===== src/rtl/fw_pkg.sv =====
package fw_pkg;
  localparam int WORD_W = 16;
  localparam int CC_W   = 4;
  localparam int ALU_W  = 8;
  localparam int GRP_W  = 3;

  localparam int B_SEG  = 15;
  localparam int B_SYS  = 14;
  localparam int B_EXT  = 13;
  localparam int B_VIE  = 12;
  localparam int B_NVIE = 11;
  localparam int B_C    = 7;
  localparam int B_Z    = 6;
  localparam int B_S    = 5;
  localparam int B_PV   = 4;
  localparam int B_DA   = 3;
  localparam int B_H    = 2;

  localparam logic [WORD_W-1:0] USED_MASK = WORD_W'(
      (1 << B_SEG) | (1 << B_SYS) | (1 << B_EXT) | (1 << B_VIE) | (1 << B_NVIE) |
      (1 << B_C) | (1 << B_Z) | (1 << B_S) | (1 << B_PV) | (1 << B_DA) | (1 << B_H));

  typedef enum logic [GRP_W-1:0] {
    GC_NONE  = 3'd0,
    GC_CZS   = 3'd1,
    GC_CZSV  = 3'd2,
    GC_CZSVH = 3'd3,
    GC_ZS    = 3'd4,
    GC_ZSV   = 3'd5
  } grp_clr_e;

  function automatic logic [WORD_W-1:0] grp_mask(input logic [GRP_W-1:0] sel);
    logic [WORD_W-1:0] m;
    m = '0;
    case (sel)
      GC_CZS:   begin m[B_C] = 1'b1; m[B_Z] = 1'b1; m[B_S] = 1'b1; end
      GC_CZSV:  begin m[B_C] = 1'b1; m[B_Z] = 1'b1; m[B_S] = 1'b1; m[B_PV] = 1'b1; end
      GC_CZSVH: begin m[B_C] = 1'b1; m[B_Z] = 1'b1; m[B_S] = 1'b1; m[B_PV] = 1'b1;
                      m[B_H] = 1'b1; end
      GC_ZS:    begin m[B_Z] = 1'b1; m[B_S] = 1'b1; end
      GC_ZSV:   begin m[B_Z] = 1'b1; m[B_S] = 1'b1; m[B_PV] = 1'b1; end
      default:  m = '0;
    endcase
    return m;
  endfunction
endpackage


===== src/rtl/fw_strobe_merge.sv =====
module fw_strobe_merge
  import fw_pkg::*;
(
  input  logic [WORD_W-1:0] set_i,
  input  logic [WORD_W-1:0] clr_i,
  input  logic [GRP_W-1:0]  grp_clr_i,
  output logic [WORD_W-1:0] set_vec_o,
  output logic [WORD_W-1:0] clr_vec_o
);
  logic [WORD_W-1:0] grp_vec;

  always_comb begin
    grp_vec   = grp_mask(grp_clr_i);
    set_vec_o = set_i & USED_MASK;
    // set wins: drop clears where a set is present
    clr_vec_o = (clr_i | grp_vec) & USED_MASK & ~set_vec_o;
  end
endmodule


===== src/rtl/fw_word_reg.sv =====
module fw_word_reg
  import fw_pkg::*;
#(
  parameter logic [WORD_W-1:0] RESET_WORD = '0
) (
  input  logic              clk_i,
  input  logic              rst_ni,
  input  logic              load_en_i,
  input  logic [WORD_W-1:0] load_word_i,
  input  logic [ALU_W-1:0]  alu_mask_i,
  input  logic [ALU_W-1:0]  alu_flags_i,
  input  logic [WORD_W-1:0] set_vec_i,
  input  logic [WORD_W-1:0] clr_vec_i,
  output logic [WORD_W-1:0] word_o
);
  localparam logic [WORD_W-1:0] RST_VAL = RESET_WORD & USED_MASK;

  logic [WORD_W-1:0] word_q, word_d;
  logic              alu_act;

  assign alu_act = |alu_mask_i;

  always_comb begin
    word_d = word_q;
    if (load_en_i) begin
      word_d = load_word_i;
    end else if (alu_act) begin
      word_d[ALU_W-1:0] = (word_q[ALU_W-1:0] & ~alu_mask_i) | (alu_flags_i & alu_mask_i);
    end else begin
      word_d = (word_q & ~clr_vec_i) | set_vec_i;
    end
    word_d = word_d & USED_MASK;
  end

  always_ff @(posedge clk_i or negedge rst_ni) begin
    if (!rst_ni) word_q <= RST_VAL;
    else         word_q <= word_d;
  end

  assign word_o = word_q;

  a_r2_unused_zero: assert property (@(posedge clk_i) disable iff (!rst_ni)
    (word_q & ~USED_MASK) == '0);

  a_r3_load_wins: assert property (@(posedge clk_i) disable iff (!rst_ni)
    load_en_i |=> word_q == ($past(load_word_i) & USED_MASK));

  a_r4_alu_merge: assert property (@(posedge clk_i) disable iff (!rst_ni)
    (!load_en_i && alu_act) |=>
      (word_q[WORD_W-1:ALU_W] == $past(word_q[WORD_W-1:ALU_W])) &&
      (((word_q[ALU_W-1:0] ^ $past(alu_flags_i)) & $past(alu_mask_i) & USED_MASK[ALU_W-1:0]) == '0));

  a_r5_hold: assert property (@(posedge clk_i) disable iff (!rst_ni)
    (!load_en_i && !alu_act && set_vec_i == '0 && clr_vec_i == '0) |=> $stable(word_q));
endmodule


===== src/rtl/fw_cond_eval.sv =====
module fw_cond_eval
  import fw_pkg::*;
(
  input  logic [WORD_W-1:0] word_i,
  input  logic [CC_W-1:0]   cc_i,
  output logic              cc_true_o
);
  logic c, z, s, v, lt, base;

  always_comb begin
    c  = word_i[B_C];
    z  = word_i[B_Z];
    s  = word_i[B_S];
    v  = word_i[B_PV];
    lt = s ^ v;
    case (cc_i[CC_W-2:0])
      3'd0: base = 1'b0;
      3'd1: base = lt;
      3'd2: base = z | lt;
      3'd3: base = z | c;
      3'd4: base = v;
      3'd5: base = s;
      3'd6: base = z;
      default: base = c;
    endcase
    // upper half is the complement of the lower half
    cc_true_o = cc_i[CC_W-1] ^ base;
  end
endmodule


===== src/rtl/flag_word_unit.sv =====
module flag_word_unit
  import fw_pkg::*;
#(
  parameter logic [15:0] RESET_WORD = 16'h0000
) (
  input  logic        clk_i,
  input  logic        rst_ni,
  input  logic        load_en_i,
  input  logic [15:0] load_word_i,
  input  logic [7:0]  alu_mask_i,
  input  logic [7:0]  alu_flags_i,
  input  logic [15:0] set_i,
  input  logic [15:0] clr_i,
  input  logic [2:0]  grp_clr_i,
  input  logic [3:0]  cc_i,
  output logic [15:0] word_o,
  output logic        carry_o,
  output logic        zero_o,
  output logic        sign_o,
  output logic        pv_o,
  output logic        da_o,
  output logic        hc_o,
  output logic        cc_true_o
);
  logic [WORD_W-1:0] set_vec, clr_vec, word;

  fw_strobe_merge u_merge (
    .set_i     (set_i),
    .clr_i     (clr_i),
    .grp_clr_i (grp_clr_i),
    .set_vec_o (set_vec),
    .clr_vec_o (clr_vec)
  );

  fw_word_reg #(.RESET_WORD(RESET_WORD)) u_reg (
    .clk_i       (clk_i),
    .rst_ni      (rst_ni),
    .load_en_i   (load_en_i),
    .load_word_i (load_word_i),
    .alu_mask_i  (alu_mask_i),
    .alu_flags_i (alu_flags_i),
    .set_vec_i   (set_vec),
    .clr_vec_i   (clr_vec),
    .word_o      (word)
  );

  fw_cond_eval u_cond (
    .word_i    (word),
    .cc_i      (cc_i),
    .cc_true_o (cc_true_o)
  );

  assign word_o  = word;
  assign carry_o = word[B_C];
  assign zero_o  = word[B_Z];
  assign sign_o  = word[B_S];
  assign pv_o    = word[B_PV];
  assign da_o    = word[B_DA];
  assign hc_o    = word[B_H];

  a_r9_code8_true: assert property (@(posedge clk_i) disable iff (!rst_ni)
    (cc_i == 4'h8) |-> cc_true_o);

  a_r8_code0_false: assert property (@(posedge clk_i) disable iff (!rst_ni)
    (cc_i == 4'h0) |-> !cc_true_o);

  a_r8_zero_code: assert property (@(posedge clk_i) disable iff (!rst_ni)
    (cc_i == 4'h6) |-> (cc_true_o == zero_o));

  a_r9_nz_code: assert property (@(posedge clk_i) disable iff (!rst_ni)
    (cc_i == 4'hE) |-> (cc_true_o == !zero_o));
endmodule


===== config.mk =====
export PLATFORM = sky130hd
export DESIGN_NAME = flag_word_unit
export DESIGN_NICKNAME = d
export VERILOG_FILES = /design/src/rtl/fw_pkg.sv /design/src/rtl/fw_strobe_merge.sv /design/src/rtl/fw_word_reg.sv /design/src/rtl/fw_cond_eval.sv /design/src/rtl/flag_word_unit.sv
export SDC_FILE = /design/constraint.sdc
export NUM_CORES = 1
export LEC_CHECK = 0
export BUFFER_PORTS_ARGS = -buffer_cell sky130_fd_sc_hd__buf_4
export CAP_MARGIN = 20
export CORE_ASPECT_RATIO = 0.7
export CORE_MARGIN = 4
export CORE_UTILIZATION = 34
export DETAILED_ROUTE_END_ITERATION = 8
export GPL_ROUTABILITY_DRIVEN = 0
export GPL_TIMING_DRIVEN = 0
export PLACE_DENSITY_LB_ADDON = 0.12
export SLEW_MARGIN = 20
export SYNTH_ARGS = -nofsm -noshare
export SYNTH_HDL_FRONTEND = slang
export SYNTH_SLANG_ARGS = --single-unit

===== constraint.sdc =====
create_clock -name clk_i -period 2 [get_ports clk_i]
set_input_delay 0.4 -clock clk_i [delete_from_list [all_inputs] [get_ports clk_i]]
set_output_delay 0.4 -clock clk_i [all_outputs]
set_load 0.005 [all_outputs]

# Yosys cells after proc, flatten, opt, wreduce, memory -nomap -nowiden
# Cells that the tools add are included.
# totals
register_bits	11
output_inout_bits	23
wordCells	41
# op_classes
bitwise_logic	14
n_reduce_logical	5
muxes	8
n_eq_ne	12
# ops
op	n
16-bit AND	2
16-bit inverter	2
8-bit AND	2
16-bit 2-to-1 mux	1
8-bit 2-to-1 mux	2
16-bit OR	1
16-bit by 8-bit OR with 16-bit output	1
3-bit equality test (second input constant)	5
3-bit by 2-bit equality test with 1-bit output (second input constant)	4
8-bit inverter	1
8-bit OR	1
8-bit OR reduction	1
1-bit one-hot mux with 7 select lines	1
3-bit by 1-bit equality test with 1-bit output (second input constant)	2
3-bit OR reduction	2
5-bit OR reduction	1
3-bit zero test	1
1-bit 2-to-1 mux	3
2-bit 2-to-1 mux	1
2-bit != test (second input constant)	1
1-bit OR	2
1-bit bitwise XOR	2

# Logic depth before layout (Yosys ltp)
# Gate-level depths: netlist of the first run.
# depth
depth_word	10
ltp_mapped	5
mapped_depth_nobuf	4

# By module
# A second synthesis of the first run with hierarchy kept.
# unflattened
hier_cells	152
hier_area_um2	1255.0
# modules_own_cells
module	seq_area_each_um2	cells_per_inst	area_per_inst_um2	n_inst
fw_word_reg	275.3	91	829.5	1
fw_strobe_merge	0.0	44	292.8	1
fw_cond_eval	0.0	11	87.6	1
flag_word_unit	0.0	6	45.0	1

# Worst setup path after synthesis of the first run
# Ideal clock, no wire load.
# synth_path
path_type	register to output
startpoint	register with a tool-made name
endpoint	output cc_true_o
path_stages_with_launch	5
slack_ns	0.306
path_buffers	0
t_arrival_ns	1.294
path_cell_list	dfrtp_1 > or3b_2 > o311a_1 > o2bb2ai_1 > xnor2_1
# synth_rtl
item	line	rtl
end: declaration	flag_word_unit.sv:23	output logic cc_true_o

==> results of run 1 <==
## final cells by class
type,count,area [sq um]
Clock buffer,4,45.0
Tap cell,34,42.5
Timing Repair Buffer,76,573
Fill cell,222,905
Sequential cell,11,278
Inverter,10,37.5
Multi-Input combinational cell,76,518
Buffer,14,97.6
## where the power goes
part | total [mW] | leakage [nW] | switching [mW] | internal [mW]
Sequential | 0.265 | 0.124 | 0.0204 | 0.244
Combinational | 0.275 | 0.633 | 0.0983 | 0.177
Clock | 0.225 | 0.0228 | 0.0853 | 0.140
Total | 0.766 | 0.780 | 0.204 | 0.561
## placed cells by master, fill, tap and decap left out, types with 4 or more instances in the layout
| cell type | n |
|---|---|
| conb_1 | 5 |
| dfrtp_1 | 9 |
| a221oi_1 | 5 |
| nand3_1 | 5 |
| inv_1 | 10 |
| nor2b_1 | 4 |
| nand2_1 | 4 |
| nor3_1 | 4 |
| a21oi_1 | 14 |
| buf_4 | 87 |
## stage by stage
step / hold WS [ns] / util [%]
2_1_floorplan: 0.104 / -
3_3_place_gp: 0.245 / 60.8
3_5_place_dp: 0.247 / 60.8
4_1_cts: 0.368 / 63.7
5_1_grt: 0.375 / 63.8
6_report: 0.370 / 63.8
## routing by layer
layer / vias to the layer above / track usage [%] / share of wire (%)
met5: - / 0 / 0
met4: 0 / 1.91 / 0
met3: 0 / 4.91 / 8.3
met2: 45 / 27.1 / 48
met1: 498 / 22.2 / 43
li1: 545 / - / -
## what timing repair did
action / in CTS / in global routing
pin swaps: 3 / 3
resized for setup: 3 / 1
endpoints found under the setup margin: 1 / 1
setup buffers: 1 / 0
hold buffers: 1 / 0
hold endpoints to repair: 11 / 0
## logic make-up (layout without fill, tap and decap cells)
family                    count (synthesis)  in the layout  share of synthesized area (%)
buffers and inverters                    24            104                           14.9
other                                     1              5                          0.415
and+or+nand+nor                          34             34                           25.4
DFF                                      11             11                           30.4
muxes                                     1              1                           1.11
AOI/OAI and AO/OA                        35             35                           26.7
xor gates and xnor gates                  1              1                          0.968
## worst paths after layout
path                                        from                    endpoint  slack, ns  cells past startpoint
worst max-delay path                   flip-flop                   cc_true_o       0.06                      5
worst min-delay path              load_word_i[3]                   flip-flop       0.37                      3
worst max register to register         flip-flop                   flip-flop       0.79                      3
worst min register to register  u_reg.word_o[15]            u_reg.word_o[15]       0.58                      2
max in group asynchronous                 rst_ni  asynchronous set/reset pin       1.30                      2
min in group asynchronous                 rst_ni            u_reg.word_o[15]       0.53                      2
## tightest hold or removal path, cell delays in order
cell     delay (ns)
buf_4          0.08
nand2_1        0.05
o41ai_2        0.04
==> impl_metrics.csv, run 1 <==
group,metric,value,unit
worst_setup_path,cp_top_family,"flip-flops",
yosys,syn_area_per_cell,8.45,sq um
worst_setup_path,critPathMaxStageDelay,0.41,ns
global_route,overflow,0,
cells_and_area,layout-drive-gt1-share,51.3,%
clock_tree,cts.sinks,11,
yosys,synth_edf_count,0,
floorplanning,fp.dieH,51.2,um
job,maxCapViolCount,0,
power_and_ir_drop,power_leakage,0.780,nW
clock_tree,clk_latency,0.24,ns
yosys,synth-main-ff-cell,"dfrtp_1",
cells_and_area,num_antenna_cells,0,
global_route,grt_antenna_before_repair,0,
sta,fmax,515,MHz
sta,grt_setup_unrepaired,"false",
clock_tree,cts.clk_slew.worst_paths,0.05,ns
yosys,ys_top_cells_by_area,"dfrtp_1 (30%), buf_4 (10%), a21oi_1 (7.7%), a221oi_1 (4.8%), nor4_4 (4.7%)",
cells_and_area,syn_to_final_growth,75.9,%
routing,num_vias,1088,
worst_setup_path,worstSetupEndpointType,"output port",
sta,skew,0,ns
worst_setup_path,path_cells,"or3b_4 > o311a_1 > o2bb2ai_2 > xnor2_1 > buf_4",
routing,drc,0,
floorplanning,dieArea,3560,sq um
power_and_ir_drop,total_power,0.766,mW
power_and_ir_drop,p_per_area,481,nW/um^2
floorplanning,core,2500,sq um
clock_tree,cts_tree,"done",
yosys,synth_top_area_share,30.4,%
clock_tree,htree_num_levels,1,
worst_setup_path,slowest_stage,"dfrtp_2",
worst_setup_path,required,1.60,ns
sta,fin_ws,0.0595,ns
routing,viasPerCell,4.84,
place,hpwlAfterDp,2470,um
clock_tree,clockRootBuffer,"clkbuf_8",
yosys,synthDistinctLibCells,35,
clock_tree,cts_buffer_depth,2,
outcome,status,"finished clean",
worst_setup_path,cp_max_fo,2,
sta,finalHoldViolations,0,
place,placedCellCount,219,
global_route,grt_max_degree,12,
sta,fin_tns_setup,0,ns
yosys,async_reset_ff_share,100,%
worst_setup_path,path_class,"reg -> out",
global_route,first_global_vias,1080,
yosys,ys_seq_area_share,30.4,%
yosys,ys_ff_latch,11,
place,placed_cell_area,1520,sq um
yosys,synth_common_cells,"a21oi_1 (14), buf_4 (12), dfrtp_1 (11), inv_1 (10)",
global_route,grt_pass1_wl,4760,um
floorplanning,rows,15,
worst_setup_path,start_kind,"flip-flop",
routing,wl_per_cell,13.2,um
worst_setup_path,worst-path-buf-inv,1,
yosys,yosys.area.top_type,"dfrtp_1",
worst_setup_path,cp_data_arrival_time,1.54,ns
cells_and_area,fin_nets,266,
sta,finalSetupViolations,0,
routing,drtIter0Drc,15,
yosys,netlist_instances,107,
routing,firstDrtPassIters,4,
floorplanning,start_util,36.2,%
yosys,yosysMostFrequentCell,"a21oi_1",
floorplanning,ios,97,
worst_hold_path,holdCritPathClass,"in -> reg",
cells_and_area,stdcell_count,225,
floorplanning,die_x,69.7,um
routing,drt-total-wl,2970,um
yosys,yosysWarnings,0,
power_and_ir_drop,irDropWorstVdd,0.359,mV
place,io_buffer_count,74,
routing,ant_nets,0,
sta,period_needed,1.94,ns
sta,post-route-period-util,97.0,%
yosys,synthesis.area,905,sq um
clock_tree,cts_made_buffers,3,
place,pre_cts_ws,0.0453,ns
cells_and_area,final_area,1590,sq um
sta,drv_slew,0,
global_route,grtUsageTotal,16.5,%
(Power assumes the default switching activity.)
==> run 2, diff against run 1 <==
Settings changed: CORE_UTILIZATION 34 to 36, CTS_BUF_LIST set to sky130_fd_sc_hd__clkbuf_8.
==> impl_metrics.csv, run 2 (synthesis gave the netlist of run 1 again) <==
group,metric,value,unit
sta,tightest_slew,0.506,ns
clock_tree,cts.sinks,11,
sta,grt_setup_unrepaired,"false",
sta,max_slew_margin,66.2,%
cells_and_area,num_antenna_cells,0,
sta,fin_tns_setup,0,ns
global_route,grtUsageTotal,18.7,%
clock_tree,cts_buffer_depth,2,
sta,finalHoldViolations,0,
floorplanning,start_util,40.0,%
routing,wl_per_cell,13.6,um
routing,num_vias,1066,
routing,m1WireLength,1250,um
sta,period_needed,1.92,ns
routing,drtIter0Drc,39,
sta,skew,0,ns
worst_setup_path,path_class,"reg -> out",
job,maxCapViolCount,0,
clock_tree,cts_made_buffers,3,
sta,fmax,521,MHz
cells_and_area,fill_cells,178,
worst_hold_path,holdCritPathClass,"in -> reg",
worst_setup_path,r2r_cells,3,
routing,wl_met2,1490,um
global_route,grt_max_degree,12,
sta,fin_ws,0.0805,ns
worst_setup_path,cp_data_arrival_time,1.52,ns
sta,worst_hold_slack,0.359,ns
floorplanning,ios,97,
cells_and_area,fin_nets,266,
clock_tree,htree_num_levels,1,
routing,drc,0,
cells_and_area,final_common_cell,"buf_4",
power_and_ir_drop,power_leakage,0.784,nW
sta,drv_slew,0,
clock_tree,cts_tree,"done",
floorplanning,fp.dieH,49.9,um
global_route,grt_pass1_wl,4820,um
worst_setup_path,crit_cells,5,
routing,ant_nets,0,
global_route,grt_antenna_before_repair,0,
clock_tree,clk_latency,0.24,ns
power_and_ir_drop,p_per_area,481,nW/um^2
routing,firstDrtPassIters,4,
worst_setup_path,start_kind,"flip-flop",
cells_and_area,syn_to_final_growth,75.7,%
routing,top_layer,"met4",
floorplanning,dieArea,3390,sq um
floorplanning,core,2260,sq um
power_and_ir_drop,irDropWorstVdd,0.281,mV
clock_tree,cts.clk_slew.worst_paths,0.05,ns
cells_and_area,final_cell_mix,"buf_4 (87), a21oi_1 (14), inv_1 (11)",
worst_setup_path,required,1.60,ns
cells_and_area,layout-drive-gt1-share,51.3,%
worst_setup_path,slowest_stage,"dfrtp_2",
routing,viasPerCell,4.78,
worst_setup_path,worst-path-buf-inv,1,
outcome,status,"finished clean",
place,hpwlAfterDp,2510,um
place,pre_cts_ws,0.0783,ns
worst_setup_path,critPathMaxStageDelay,0.40,ns
place,io_buffer_count,74,
floorplanning,rows,14,
cells_and_area,final_core_utilization,70.3,%
routing,wl_met3,278,um
global_route,first_global_vias,1089,
global_route,overflow,0,
worst_setup_path,cp_max_fo,2,
floorplanning,die_x,67.9,um
worst_hold_path,min_path_cells,3,
routing,drt-total-wl,3030,um
clock_tree,clockRootBuffer,"clkbuf_8",
worst_setup_path,cp_top_family,"flip-flops",
worst_setup_path,path_cells,"or3b_4 > o311a_1 > o2bb2ai_2 > xnor2_1 > buf_4",
sta,finalSetupViolations,0,
worst_setup_path,worstSetupEndpointType,"output port",
sta,post-route-period-util,96.0,%
## run 2: cell types whose count changed in the layout (fill, tap and decap cells not counted), sizes merged
cell    delta
clkbuf     -1
inv        +1
## run 2: worst register-to-register path, delay by kind of cell (launching register included)
kind	cells	cell delay (ns)
simple gates	2	0.46
flops	1	0.45
compound gates	1	0.18
## run 2: routing by layer
metal / global-route usage, % / vias to the layer above
met1: 23.6 / 472
met5: 0 / -
met2: 31.2 / 45
li1: - / 547
met4: 3.63 / 0
met3: 5.68 / 2
## run 2: worst paths after layout
| check | start | end | slack [ns] |
|---|---|---|---|
| hold / removal | load_word_i[3] | flip-flop | 0.36 |
| max in group asynchronous | rst_ni | asynchronous set/reset pin | 1.29 |
| min in group asynchronous | rst_ni | u_reg.word_o[13] | 0.54 |
| setup reg to reg | flip-flop | flip-flop | 0.79 |
| hold reg to reg | u_reg.word_o[11] | u_reg.word_o[11] | 0.57 |
| setup / recovery | flip-flop | cc_true_o | 0.08 |
## run 2: layout make-up
cell class	count	area [sq um]	area share, %
plain buffers	14	97.6	6.14
clock buffers	3	41.3	2.60
clock inverters	1	3.75	0.236
inverters	10	37.5	2.36
multi-input cells	76	518	32.6
flip-flops and latches	11	278	17.5
well taps	32	40.0	2.52
repair buffers	76	573	36.1
## run 2: timing repair
action	in CTS	in global routing
setup buffers	1	0
hold endpoints to repair	11	0
resized for setup	3	1
endpoints found under the setup margin	1	1
pin swaps	3	3
hold buffers	1	0
## run 2: where the power goes
part           internal [mW]  switching [mW]
Combinational          0.177          0.0993
Sequential             0.244          0.0197
Clock                  0.135          0.0883
Total                  0.557           0.207
## run 2: through the flow
step | area (sq um) | std cells | power (mW)
after floorplan | 920 | 111 | 0.362
after global placement | 1520 | 217 | 0.530
after detailed placement | 1520 | 217 | 0.536
after CTS | 1590 | 223 | 0.772
after global routing | 1590 | 223 | 0.812
final | 1590 | 223 | 0.764
==> run 3, diff against run 2 <==
Settings changed: CORE_UTILIZATION 36 to 41, SYNTH_HIERARCHICAL set to 1.
==> impl_metrics.csv, run 3 <==
group,metric,value,unit
worst_hold_path,holdCritPathClass,"in -> reg",
cells_and_area,fill_cells,210,
cells_and_area,syn_to_final_growth,59.8,%
sta,period_needed,1.94,ns
sta,skew,0,ns
worst_setup_path,path_class,"reg -> out",
routing,drtIter0Drc,33,
global_route,grt_antenna_before_repair,0,
sta,drv_slew,0,
floorplanning,fp.dieH,52.8,um
routing,drt-total-wl,3890,um
cells_and_area,fin_nets,303,
clock_tree,cts_buffer_depth,2,
sta,post-route-period-util,97.0,%
worst_setup_path,cp_top_family,"compound AO/OA/AOI/OAI gates",
power_and_ir_drop,power_leakage,0.901,nW
cells_and_area,final_cell_mix,"buf_4 (100), inv_1 (17), a21oi_1 (14), nor2b_1 (14), o31ai_1 (8)",
global_route,overflow,0,
cells_and_area,final_core_utilization,72.6,%
power_and_ir_drop,total_power,0.831,mW
clock_tree,clockRootBuffer,"clkbuf_8",
clock_tree,cts_made_buffers,3,
yosys,synthesis.area,1180,sq um
worst_setup_path,start_kind,"flip-flop",
job,maxCapViolCount,0,
routing,ant_nets,0,
routing,firstDrtPassIters,4,
sta,finalSetupViolations,0,
clock_tree,cts.sinks,11,
routing,wl_per_cell,14.9,um
sta,tightest_slew,0.884,ns
routing,num_vias,1373,
power_and_ir_drop,p_per_area,442,nW/um^2
worst_setup_path,reg2reg_slack,0.72,ns
sta,max_slew_margin,40.6,%
clock_tree,cts_tree,"done",
yosys,syn_area_per_cell,8.34,sq um
global_route,grtUsageTotal,20.7,%
floorplanning,die_x,72.0,um
floorplanning,ios,97,
clock_tree,htree_num_levels,1,
worst_hold_path,min_path_cells,3,
worst_setup_path,worst-path-buf-inv,1,
power_and_ir_drop,irDropWorstVdd,0.340,mV
global_route,first_global_vias,1336,
cells_and_area,final_common_cell,"buf_4",
worst_setup_path,worstSetupEndpointType,"output port",
clock_tree,cts.clk_slew.worst_paths,0.05,ns
worst_setup_path,path_cells,"nand3b_1 > o21ai_0 > a221oi_2 > xor2_1 > buf_4",
clock_tree,clk_latency,0.23,ns
worst_hold_path,min_from,"load_word_i[7]",
sta,fmax,515,MHz
cells_and_area,multiInputGateArea,663,sq um
place,pre_cts_ws,0.0404,ns
cells_and_area,num_antenna_cells,0,
yosys,yosysWarnings,6,
worst_setup_path,critPathMaxStageDelay,0.44,ns
sta,finalHoldViolations,0,
routing,viasPerCell,5.24,
floorplanning,start_util,45.4,%
global_route,grt_pass1_wl,6020,um
floorplanning,core,2590,sq um
sta,worst_hold_slack,0.377,ns
cells_and_area,seq_area,280,sq um
worst_setup_path,slowest_stage,"dfrtp_2",
cells_and_area,layout-drive-gt1-share,51.8,%
worst_setup_path,r2r_cells,3,
outcome,status,"finished clean",
floorplanning,dieArea,3800,sq um
sta,fin_ws,0.0599,ns
routing,drc,0,
worst_setup_path,required,1.60,ns
place,hpwlAfterDp,3140,um
worst_setup_path,crit_cells,5,
floorplanning,rows,15,
global_route,grt_max_degree,12,
worst_setup_path,cp_max_fo,6,
place,io_buffer_count,73,
yosys,netlist_instances,141,
worst_setup_path,cp_data_arrival_time,1.54,ns
## run 3: worst max-delay path by stage
| stage | to | slack, ns |
|---|---|---|
| after detailed placement | flip-flop | 0.04 |
| after global routing | cc_true_o | -0.03 |
| after floorplan | flip-flop | 0.46 |
| after CTS | cc_true_o | 0.06 |
| final | cc_true_o | 0.06 |
| after global placement | flip-flop | 0.09 |
## run 3: layer usage
layer  global-route usage [%]  part of all wire (%)
met4                     7.81                   2.3
met1                     23.0                    37
met2                     36.9                    51
met3                     6.70                   9.7
met5                        0                     0
## run 3: per-stage QoR
stage          cell area [sq um]  std cells  setup TNS, ns
2_1_floorplan               1190        145              0
3_3_place_gp                1780        252              0
3_5_place_dp                1780        252              0
4_1_cts                     1840        257              0
5_1_grt                     1880        262        -0.0278
6_report                    1880        262              0
## run 3: timing repair
action	in CTS	in global routing
setup endpoints to repair	1	1
pin swaps	0	2
gates resized for setup	2	2
buffers inserted	0	5
endpoints found under the hold margin	11	0
hold buffers	1	0
## run 3: area by class of cell
cell class / count / share of cell area, %
Multi-Input combinational cell: 91 / 35.3
Timing Repair Buffer: 79 / 31.7
Sequential cell: 11 / 14.9
Buffer: 27 / 10.3
Inverter: 16 / 3.20
Tap cell: 34 / 2.26
Clock buffer: 3 / 2.20
Clock inverter: 1 / 0.200
## run 3: power breakdown
group          switching [mW]  internal, mW  leakage (nW)
registers              0.0210         0.245         0.124
logic                   0.135         0.211         0.750
clock network          0.0846         0.135        0.0269
total                   0.240         0.590         0.901
## run 3: worst reg2reg max path, stage by stage, from the launching register on
cell       delay [ns]
dfrtp_2          0.44
buf_4            0.15
a2111oi_0        0.42
o31ai_1          0.13
